### config.mk
export PLATFORM = sky130hd
export DESIGN_NAME = hstart_timer
export DESIGN_NICKNAME = d
export VERILOG_FILES = /design/src/rtl/hst_pkg.sv /design/src/rtl/hst_edge_sync.sv /design/src/rtl/hst_pos_shadow.sv /design/src/rtl/hst_delay_cnt.sv /design/src/rtl/hst_dot_gen.sv /design/src/rtl/hstart_timer.sv
export SDC_FILE = /design/constraint.sdc
export NUM_CORES = 1
export LEC_CHECK = 0
export CELL_PAD_IN_SITES_DETAIL_PLACEMENT = 0
export CELL_PAD_IN_SITES_GLOBAL_PLACEMENT = 2
export CORE_MARGIN = 3
export CORE_UTILIZATION = 37
export DETAILED_ROUTE_END_ITERATION = 6
export DONT_BUFFER_PORTS = 1
export GPL_TIMING_DRIVEN = 0
export PLACE_DENSITY = 0.77
export SKIP_CTS_REPAIR_TIMING = 1
export SLEW_MARGIN = 30
export SYNTH_ARGS = -nofsm -noshare
export SYNTH_HDL_FRONTEND = slang
export SYNTH_HIERARCHICAL = 1
export SYNTH_SLANG_ARGS = --single-unit
### constraint.sdc
create_clock -name clk -period 1.7 [get_ports clk]
set_input_delay 0.17 -clock clk [delete_from_list [all_inputs] [get_ports clk]]
set_output_delay 0.17 -clock clk [all_outputs]
set_load 0.005 [all_outputs]
### src/rtl/hst_pkg.sv
package hst_pkg;

    localparam int POS_W    = 7;
    localparam int BASE_DLY = 62;
    localparam int STEP_CYC = 4;
    localparam int MAX_DLY  = BASE_DLY + STEP_CYC * ((1 << POS_W) - 1);
    localparam int CNT_W    = $clog2(MAX_DLY + 1);
    localparam int RAT_W    = 2;

    typedef struct packed {
        logic s1;
        logic s2;
        logic s3;
    } sync_t;

    typedef struct packed {
        logic [7:0]       pend;
        logic [POS_W-1:0] work;
    } pos_t;

    typedef struct packed {
        logic             busy;
        logic [CNT_W-1:0] cnt;
        logic             start;
    } dly_t;

    typedef struct packed {
        logic             run;
        logic [RAT_W-1:0] ratio;
        logic [RAT_W-1:0] phase;
        logic             first_pend;
        logic             dot;
        logic             first;
    } dot_t;

endpackage

### src/rtl/hst_edge_sync.sv
module hst_edge_sync
    import hst_pkg::*;
(
    input  logic clk,
    input  logic rst_n,
    input  logic sig_i,
    input  logic rise_act_i,
    output logic act_o
);

    sync_t st_d, st_q;

    always_comb begin
        st_d.s1 = sig_i;
        st_d.s2 = st_q.s1;
        st_d.s3 = st_q.s2;
    end

    always_ff @(posedge clk or negedge rst_n) begin
        if (!rst_n) st_q <= '0;
        else        st_q <= st_d;
    end

    assign act_o = rise_act_i ? (st_q.s2 & ~st_q.s3) : (~st_q.s2 & st_q.s3);

    // One active edge cannot be reported on two consecutive cycles
    p_edge_single_r5: assert property (@(posedge clk) disable iff (!rst_n)
        act_o |=> !act_o);

endmodule

### src/rtl/hst_pos_shadow.sv
module hst_pos_shadow
    import hst_pkg::*;
(
    input  logic             clk,
    input  logic             rst_n,
    input  logic             wr_i,
    input  logic [7:0]       wdata_i,
    input  logic             apply_i,
    output logic [7:0]       rdata_o,
    output logic [POS_W-1:0] work_o
);

    localparam logic [7:0] WMASK = 8'((1 << POS_W) - 1);

    pos_t st_d, st_q;

    always_comb begin
        st_d = st_q;
        if (apply_i) st_d.work = st_q.pend[POS_W-1:0];
        if (wr_i)    st_d.pend = wdata_i & WMASK;
    end

    always_ff @(posedge clk or negedge rst_n) begin
        if (!rst_n) st_q <= '0;
        else        st_q <= st_d;
    end

    assign rdata_o = st_q.pend;
    assign work_o  = st_q.work;

    // Working position only moves on a vertical sync edge
    p_work_hold_r3: assert property (@(posedge clk) disable iff (!rst_n)
        !apply_i |=> $stable(work_o));

endmodule

### src/rtl/hst_delay_cnt.sv
module hst_delay_cnt
    import hst_pkg::*;
(
    input  logic             clk,
    input  logic             rst_n,
    input  logic             act_i,
    input  logic [POS_W-1:0] pos_i,
    output logic             fire_o,
    output logic             start_o
);

    dly_t st_d, st_q;
    logic [CNT_W-1:0] load_val;
    logic             fire;

    always_comb begin
        load_val = CNT_W'(BASE_DLY - 1) + CNT_W'(pos_i) * CNT_W'(STEP_CYC);
        fire     = st_q.busy && (st_q.cnt == '0) && !act_i;
        st_d       = st_q;
        st_d.start = 1'b0;
        if (act_i) begin
            st_d.busy = 1'b1;
            st_d.cnt  = load_val;
        end else if (st_q.busy) begin
            if (st_q.cnt == '0) begin
                st_d.busy  = 1'b0;
                st_d.start = 1'b1;
            end else begin
                st_d.cnt = st_q.cnt - 1'b1;
            end
        end
    end

    always_ff @(posedge clk or negedge rst_n) begin
        if (!rst_n) st_q <= '0;
        else        st_q <= st_d;
    end

    assign fire_o  = fire;
    assign start_o = st_q.start;

    p_start_single_r6: assert property (@(posedge clk) disable iff (!rst_n)
        start_o |=> !start_o);

    p_restart_r7: assert property (@(posedge clk) disable iff (!rst_n)
        act_i |=> !start_o);

    p_cnt_range_r4: assert property (@(posedge clk) disable iff (!rst_n)
        st_q.busy |-> (st_q.cnt < CNT_W'(MAX_DLY)));

endmodule

### src/rtl/hst_dot_gen.sv
module hst_dot_gen
    import hst_pkg::*;
(
    input  logic             clk,
    input  logic             rst_n,
    input  logic             fire_i,
    input  logic             stop_i,
    input  logic [RAT_W-1:0] div_i,
    output logic             dot_o,
    output logic             first_o
);

    dot_t st_d, st_q;
    logic [RAT_W-1:0] ratio_dec;

    always_comb begin
        ratio_dec  = (div_i == '0) ? RAT_W'(1) : div_i;
        st_d       = st_q;
        st_d.dot   = 1'b0;
        st_d.first = 1'b0;
        if (stop_i) begin
            st_d.run = 1'b0;
        end else if (fire_i) begin
            st_d.run        = 1'b1;
            st_d.ratio      = ratio_dec;
            st_d.phase      = ratio_dec - 1'b1;
            st_d.first_pend = 1'b1;
        end else if (st_q.run) begin
            if (st_q.phase == '0) begin
                st_d.dot        = 1'b1;
                st_d.first      = st_q.first_pend;
                st_d.first_pend = 1'b0;
                st_d.phase      = st_q.ratio - 1'b1;
            end else begin
                st_d.phase = st_q.phase - 1'b1;
            end
        end
    end

    always_ff @(posedge clk or negedge rst_n) begin
        if (!rst_n) st_q <= '0;
        else        st_q <= st_d;
    end

    assign dot_o   = st_q.dot;
    assign first_o = st_q.first;

    p_dots_stop_r10: assert property (@(posedge clk) disable iff (!rst_n)
        stop_i |=> ##1 !dot_o);

endmodule

### src/rtl/hstart_timer.sv
module hstart_timer
    import hst_pkg::*;
(
    input  logic       clk,
    input  logic       rst_n,
    input  logic       pos_wr_i,
    input  logic [7:0] pos_wdata_i,
    output logic [7:0] pos_rdata_o,
    input  logic       vsync_i,
    input  logic       hsync_i,
    input  logic       hsync_rise_act_i,
    input  logic [1:0] div_sel_i,
    output logic       start_o,
    output logic       dot_en_o,
    output logic       first_dot_o
);

    logic             hs_act;
    logic             vs_rise;
    logic             fire;
    logic [POS_W-1:0] work_pos;

    hst_edge_sync hs_sync_i (
        .clk        (clk),
        .rst_n      (rst_n),
        .sig_i      (hsync_i),
        .rise_act_i (hsync_rise_act_i),
        .act_o      (hs_act)
    );

    hst_edge_sync vs_sync_i (
        .clk        (clk),
        .rst_n      (rst_n),
        .sig_i      (vsync_i),
        .rise_act_i (1'b1),
        .act_o      (vs_rise)
    );

    hst_pos_shadow pos_i (
        .clk     (clk),
        .rst_n   (rst_n),
        .wr_i    (pos_wr_i),
        .wdata_i (pos_wdata_i),
        .apply_i (vs_rise),
        .rdata_o (pos_rdata_o),
        .work_o  (work_pos)
    );

    hst_delay_cnt dly_i (
        .clk     (clk),
        .rst_n   (rst_n),
        .act_i   (hs_act),
        .pos_i   (work_pos),
        .fire_o  (fire),
        .start_o (start_o)
    );

    hst_dot_gen dot_i (
        .clk     (clk),
        .rst_n   (rst_n),
        .fire_i  (fire),
        .stop_i  (hs_act),
        .div_i   (div_sel_i),
        .dot_o   (dot_en_o),
        .first_o (first_dot_o)
    );

    p_no_dot_at_start_r11: assert property (@(posedge clk) disable iff (!rst_n)
        start_o |-> !dot_en_o);

    p_first_with_start_r8: assert property (@(posedge clk) disable iff (!rst_n)
        start_o |-> !first_dot_o);

endmodule

== Word level (Yosys, flattened, before mapping) ==
Cells that the tools add are included.

* Add/subtract/negate cells: 5
* Equal/unequal tests: 1
* Mux-type cells: 16
* Bitwise gates (word level): 7
* Reduce and logical (&&, ||, !) cells: 14

{| class="wikitable"
|+ Operators by type and width
! cell !! count
|-
| $mux 12 || 1
|-
| $mux 11 || 1
|-
| $add 6x9->10 const A || 1
|-
| $logic_not 10->1 || 1
|-
| $mux 10 || 1
|-
| $sub 10x1->10 const B || 1
|-
| $mux 3 || 3
|-
| $mux 2 || 4
|-
| $reduce_bool 2->1 || 4
|-
| $reduce_and 2->1 || 3
|-
| $sub 2x1->2 const B || 3
|-
| $mux 1 || 5
|-
| $mux 5 || 1
|-
| $logic_not 2->1 || 2
|-
| $not 1->1 || 4
|-
| $and 1x1->1 || 3
|-
| $reduce_and 3->1 || 1
|-
| $logic_and 1x1->1 || 2
|-
| $ne 2x1->1 const B || 1
|-
| $logic_not 1->1 || 1
|}

* Bits in registers: 40
* Word-level logic and storage cells: 60

== Logic depth before layout (Yosys ltp) ==
Gate-level depths: netlist of the first run.

* Depth in word-level cells: 7
* Mapped depth: 8

== By module ==
Netlist of the first run, hierarchy kept.

{| class="wikitable"
|+ By module, submodules not included
! module !! instances !! cells an instance !! area each (um^2)
|-
| hst_delay_cnt || 1 || 84 || 755.7
|-
| hst_pos_shadow || 1 || 32 || 594.3
|-
| hst_dot_gen || 1 || 31 || 351.6
|-
| hst_edge_sync || 2 || 6 || 97.6
|-
| hstart_timer || 1 || 1 || 3.8
|}

== Least setup slack after synthesis of the first run ==
No wires, ideal clock.

* Kind: reg-to-reg
* Start point: register dly_i/st_q[1] (netlist name)
* End point: register dot_i/st_q[6] (netlist name)
* Arrival time: 1758 ps
* Data required time: 1575 ps
* Slack: -183 ps
* Stages on the path, launching flop included: 8
* Buffers on the path: 0
* Clock period less this slack: 1883 ps
* Cells stage by stage: dfrtp_1 > inv_1 > ha_1 > nor4b_2 > and3_1 > and2_1 > nand2b_1 > mux2_2

* Longest elaborated chain between the ends: 4

{| class="wikitable"
|+ Ends and longest elaborated chain
! item !! line !! text
|-
| start: declaration || hst_delay_cnt.sv:12 || <nowiki>dly_t st_d, st_q;</nowiki>
|-
| start signal: assignment || hst_delay_cnt.sv:36 || <nowiki>else st_q <= st_d;</nowiki>
|-
| $logic_not 10->1 || hst_delay_cnt.sv:18 || <nowiki>fire = st_q.busy && (st_q.cnt == '0) && !act_i;</nowiki>
|-
| $logic_and 1x1->1 (2 in series) || hst_delay_cnt.sv:18 ||
|-
| via fire || hstart_timer.sv:20 || <nowiki>logic fire;</nowiki>
|-
| $reduce_and 2->1 (no line) || -- ||
|-
| end signal: assignment || hst_dot_gen.sv:42 || <nowiki>else st_q <= st_d;</nowiki>
|-
| end: declaration || hst_dot_gen.sv:13 || <nowiki>dot_t st_d, st_q;</nowiki>
|}

The timed path passes the listed nets, and every way through them passes these cells.
A chain may end at the register's enable or synchronous reset.

== Final worst setup path of the first run ==
* Start point: register dly_i/st_q[2] (netlist name)
* End point: register dot_i/st_q[6] (netlist name)

The elaborated chain is that of the path after synthesis.

==> results of run 1 <==
final cells by class:
cell class	count	area, µm²	area share [%]
sequential	40	1000	43.5
multi-input combinational	109	906	39.4
timing repair buffer	14	136	5.93
tap	67	83.8	3.65
clock buffer	6	72.6	3.16
clock inverter	2	35.0	1.52
buffer	4	33.8	1.47
inverter	8	30.0	1.31
metal layers:
layer | wire, µm | track usage [%] | share of wire [%]
met5 | 0 | 0 | 0
met2 | 1670 | 18.4 | 46
met3 | 197 | 4.64 | 5.4
met1 | 1710 | 17.0 | 47
met4 | 41 | 4.45 | 1.1
kinds of logic after synthesis:
group,after synthesis,share of synthesized area (%)
xor+xnor,7,3.23
other cells,2,0.395
fa+ha+maj,2,1.32
simple gates,52,15.8
flops,40,52.7
buf+inv,12,3.36
compound gates,30,11.6
mux,15,11.7
registers in the layout, summed over array words and instances (netlist names):
signal,cells
dot_i/first_o,1
dly_i/start_o,1
dot_i/dot_o,1
vs_sync_i/st_q,1
pos_i/work_o,7
dot_i/st_q,6
hs_sync_i/st_d,2
pos_i/rdata_o,7
hs_sync_i/st_q,1
dly_i/st_q,11
vs_sync_i/st_d,2
worst register-to-register path: cells and delay by family (launching register included):
kind                     cells  cell delay [ps]
flip-flops                   1              420
buffers and inverters        1               70
multiplexers                 1              270
AND/OR/NAND/NOR              4              770
adder cells (fa/ha/maj)      1              170
stage by stage:
step | worst slack (ps) | power, mW | utilization, % | area, µm²
floorplan | -1.73 | 1.93 | - | 1930
global placement | -190 | 2.05 | 41.5 | 2010
detailed placement | -204 | 2.08 | 41.5 | 2010
CTS | -223 | 2.84 | 43.7 | 2120
global route | -241 | 3.17 | 47.4 | 2300
finish | -108 | 2.94 | 47.4 | 2300
power by group through the flow:
| stage | logic (mW) | registers, mW | clock network, mW |
|---|---|---|---|
| floorplan | 0.538 | 1.39 | 0 |
| global placement | 0.611 | 1.44 | 0 |
| detailed placement | 0.624 | 1.46 | 0 |
| CTS | 0.627 | 1.44 | 0.776 |
| global route | 0.840 | 1.50 | 0.832 |
| finish | 0.737 | 1.45 | 0.750 |
placed cells by master, fill, tap and decap left out, types with 2 or more instances in the layout:
cell type / n
nand2b_1: 4
a21oi_1: 3
a22oi_1: 2
mux2_4: 14
buf_6: 3
nor2b_1: 3
conb_1: 3
nor2_1: 8
inv_1: 8
nand2_1: 10
xor2_1: 4
clkbuf_1: 2
o21ai_1: 4
buf_4: 10
dfrtp_1: 40
nand3_1: 2
a31oi_1: 2
xnor2_1: 3
o21ai_0: 3
dlygate4sd3_1: 3
or3_1: 2
nor3_1: 4
clkbuf_8: 5
nand4b_1: 2
nand3b_1: 2
worst min-delay path by stage:
stage / start / end / slack (ps) / cells after the start
6_report: pos_wdata_i[2] / pos_i/rdata_o[2]$_DFFE_PN0P_ / 30 / 1
5_1_grt: pos_wdata_i[4] / pos_i/rdata_o[4]$_DFFE_PN0P_ / 2 / 1
4_1_cts: rst_n / dot_i/first_o$_DFF_PN0_ / -440 / 0
2_1_floorplan: rst_n / dly_i/st_q[10]$_DFFE_PN0P_ / -130 / 0
3_3_place_gp: rst_n / dot_i/first_o$_DFF_PN0_ / -120 / 0
3_5_place_dp: rst_n / dot_i/first_o$_DFF_PN0_ / -120 / 0
==> run metrics, run 1 <==
DIE WIDTH 77.7 µm; post-synth cell types 50; layout cells sized above 1 29.5%; Leak 1.01 nW; Ports 27; post-synth top area share 52.7%; crit path to dot_i/st_q[6]$_DFFE_PN0P_; final instance count without filler cells 250; RePlAce Congestion a little under 0.9; clock slew at reported path FFs approximately 80 ps; CP required around 1900 ps; worst min path class input port to register; cells on worst reg2reg path 7; CTS tree done; vias in the first global route 1200; Max rail drop VDD 544 µV; drt first pass iters 4; share of power burned in registers 49.4%; Final TNS setup -425 ps; Initial Util 39.2%; register area share after synthesis 52.7%; DR WL/cell between 10 and 15 µm; Fill cells 457; Max clock buf depth 2; crit path max fanout 8; final hold violations 0; R2R Path Start dly_i/st_q[2]$_DFFE_PN0P_; fin crit share 106%; Stages on worst setup path 7; synth warn 6; vias per std cell 5.11; gr usage total between 10% and 20%; initial DRC count 94; ys async rst share 100%; Avg Cell Area, Syn 11.9 µm²; worst hold margin 26.5 ps; synth top area cells dfrtp_1, mux2_4, nand2_1, xor2_1, nor2_1; Rel. slew slack 64.4%; maxcap violations 0; Max Freq 0.553 GHz; PD cells roughly 1300 nW/µm²; crit path time final about 1800 ps; FF-to-FF setup slack -110 ps; Critical Path AT 1970 ps; P_sw 0.918 mW; dpl cells 228; synthesized flop and latch total 40; clk sink count 40; first-pass GRT wire length 5930 µm; switch share 31.2%; area growth from synthesis to layout 20.9%; final WL 3620 µm; post-synthesis instance area 1900 µm²; clk_skew 8.24 ps; DRT antenna net count 0; antenna violations before repair 0; combinational power share 25.1%; EDFF count, synth 0; internal power between 2 and 2.5 mW; Crit path max-delay family simple AND/OR/NAND/NOR gates; ys flop type dfrtp_1; Buffers on Ports 0; Setup crit start kind register; Crit Path Class register to register; Die H 77.7 µm; largest net degree at the start of global routing between 40 and 50; DR DRC count 0; TritonCTS Buffers 5; Clock Latency Late Sink between 200 and 300 ps; Final Max Tran Viols 0; Cell Rows 25; most common library cells after synthesis dfrtp_1, mux2_4, nand2_1; gr ovfl total 0; Worst path max stage delay ~420 ps; CP bufs+invs 1; CP Launch Point dly_i/st_q[2]$_DFFE_PN0P_; failing checks negative setup slack; Clk pwr share 25.5%; DIE AREA 6030 µm²; outcome complete, but fails checks; area leader, netlist dfrtp_1; Final Setup Violations 6; Mapped Cells 160; CTS Root Cell clkbuf_8; final worst slack -108 ps; Vias 1278; nets 200; RSZ-0062 raised after global routing yes; count leader, synth dfrtp_1; core area 4850 µm²; CTS HTree Levels 2; ant diodes 0; Crit. End Element register; Worst Tran Pin Value 526 ps; Final HPWL DP 2510 µm; slowest CP cell dfrtp_1; r2r endpoint dot_i/st_q[6]$_DFFE_PN0P_; worst path cell trace inv_1 -> ha_2 -> nor4b_4 -> and3_4 -> and2_4 -> nand2b_4 -> mux2_2
Note: power is estimated with default switching activity, not from simulation.
==> inputs of run 2 (changes only) <==
--- a/config.mk
+++ b/config.mk
@@ -8,12 +8,13 @@
 export CELL_PAD_IN_SITES_DETAIL_PLACEMENT = 0
 export CELL_PAD_IN_SITES_GLOBAL_PLACEMENT = 2
 export CORE_MARGIN = 3
-export CORE_UTILIZATION = 37
+export CORE_UTILIZATION = 41
 export DETAILED_ROUTE_END_ITERATION = 6
 export DONT_BUFFER_PORTS = 1
 export GPL_TIMING_DRIVEN = 0
-export PLACE_DENSITY = 0.77
+export PLACE_DENSITY = 0.81
 export SKIP_CTS_REPAIR_TIMING = 1
+export SKIP_LAST_GASP = 1
 export SLEW_MARGIN = 30
 export SYNTH_ARGS = -nofsm -noshare
 export SYNTH_HDL_FRONTEND = slang
==> constraint.sdc (replaced) <==
create_clock -name clk -period 1.8 [get_ports clk]
set_input_delay 0.18 -clock clk [delete_from_list [all_inputs] [get_ports clk]]
set_output_delay 0.18 -clock clk [all_outputs]
set_load 0.005 [all_outputs]
==> run 2 against run 1 <==
Against the previous run:
- the run now ends clean
- via count grew 0.16%
- sequential cell count is the same
- cell count shrank 6.4%
- utilization grew 3.1 points
- cell area shrank 3.0%
- power shrank 12%
- sequential share of layout area grew 1.3 points
==> run metrics, run 2 (synthesized netlist as in run 1, its figures left out) <==
pre-CTS WS -228 ps; Setup crit start kind register; commonest non-fill, non-tap cells in the layout dfrtp_1, mux2_4, nand2_1; nets 200; post-placement cell area 1980 µm²; Cell Rows 24; Buffers on Ports 0; gr usage total 13.1%; worst min path class input port to register; ant diodes 0; TritonCTS Buffers 5; DRT antenna net count 0; antenna violations before repair 0; Max rail drop VDD 674 µV; Final Util 50.5%; Ports 27; gr ovfl total 0; final hold violations 0; Final Max Tran Viols 0; FF-to-FF setup slack ~5.7 ps; Max Freq 0.557 GHz; crit path time final roughly 1800 ps; Max clock buf depth 2; Power, Total 2.60 mW; Crit Path Class register to register; final WL 3480 µm; core area around 4400 µm²; vias per std cell 5.47; crit path to dot_i/st_q[6]$_DFFE_PN0P_; largest net degree at the start of global routing 41; CP Launch Point dly_i/st_q[2]$_DFFE_PN0P_; Clock Latency Late Sink 280 ps; first-pass GRT wire length 5440 µm; layer with the highest usage met2; RePlAce Congestion 0.839; r2r endpoint dot_i/st_q[6]$_DFFE_PN0P_; Final Setup Violations 0; DIE AREA 5490 µm²; Vias 1280; max FFs per register 11; CTS tree done; clk sink count 40; CTS Root Cell clkbuf_8; CTS HTree Levels 2; clock slew at reported path FFs 70 ps; met1 Resource Use GR 16.4%; Final TNS setup 0 ps; Critical Path AT 1960 ps; crit path max fanout 7; CP required slightly below 2000 ps; Crit. End Element register; most common cell after layout, fill and taps aside dfrtp_1; cells on worst reg2reg path 7; post-route design area 2230 µm²; layout cells sized above 1 a little over a quarter; DR DRC count 0; vias in the first global route 1182; outcome finished, final reports clean; initial DRC count slightly above 80; Die H 74.1 µm; dpl cells between 200 and 250; final worst slack between 5 and 6 ps; DIE WIDTH 74.1 µm; Final HPWL DP 2430 µm; clk_skew between 6 and 7 ps; fin crit share 99.7%; maxcap violations 0; final instance count without filler cells 234; GRT met2 Usage 20.0%; RSZ-0062 raised after global routing yes; PD cells ~1200 nW/µm²; Initial Util between 40% and 50%; R2R Path Start dly_i/st_q[2]$_DFFE_PN0P_; Leak 0.994 nW; DR WL/cell 14.9 µm; Biggest register dly_i/st_q; M3 GR Usage 5.54%; area growth from synthesis to layout 17.3%; worst hold margin approximately 43 ps; drt first pass iters 4
## run 2: cell count changes in the layout (fill, tap and decap cells not counted), sizes merged
cell / delta
bufinv: -1
## run 2: critical path, stage by stage, from the launching register on
cell      delay (ps)
dfrtp_1          410
inv_1             70
ha_2             170
nor4b_4          240
and3_4           240
and2_4           200
nand2b_4          80
mux2_2           270
## run 2: worst min-delay path by stage
| stage | startpoint | to | slack, ps | cells after the start |
|---|---|---|---|---|
| finish | pos_wdata_i[2] | pos_i/rdata_o[2]$_DFFE_PN0P_ | 40 | 1 |
| global route | pos_wdata_i[2] | pos_i/rdata_o[2]$_DFFE_PN0P_ | 20 | 1 |
| CTS | rst_n | dly_i/st_q[1]$_DFFE_PN0P_ | -430 | 0 |
| detailed placement | rst_n | dot_i/dot_o$_DFF_PN0_ | -110 | 0 |
| global placement | rst_n | dot_i/dot_o$_DFF_PN0_ | -110 | 0 |
| floorplan | rst_n | dly_i/st_q[10]$_DFFE_PN0P_ | -120 | 0 |
## run 2: layout make-up
class | count | area (µm²)
plain buffers | 4 | 35.0
clock buffers | 6 | 72.6
clock inverters | 1 | 5.00
fillers | 396 | 2180
inverters | 8 | 30.0
multi-input cells | 109 | 883
flip-flops and latches | 40 | 1000
well taps | 52 | 65.1
repair buffers | 14 | 138
## run 2: where the power goes
group	switching (mW)	internal (mW)
combinational	0.304	0.392
clock	0.284	0.263
sequential	0.253	1.10
## run 2: layer usage
metal  vias up  share of wire, %
li1        612                 -
met1       614                43
met2        50                49
met3         4               7.3
met4         0              0.83
met5         -                 0
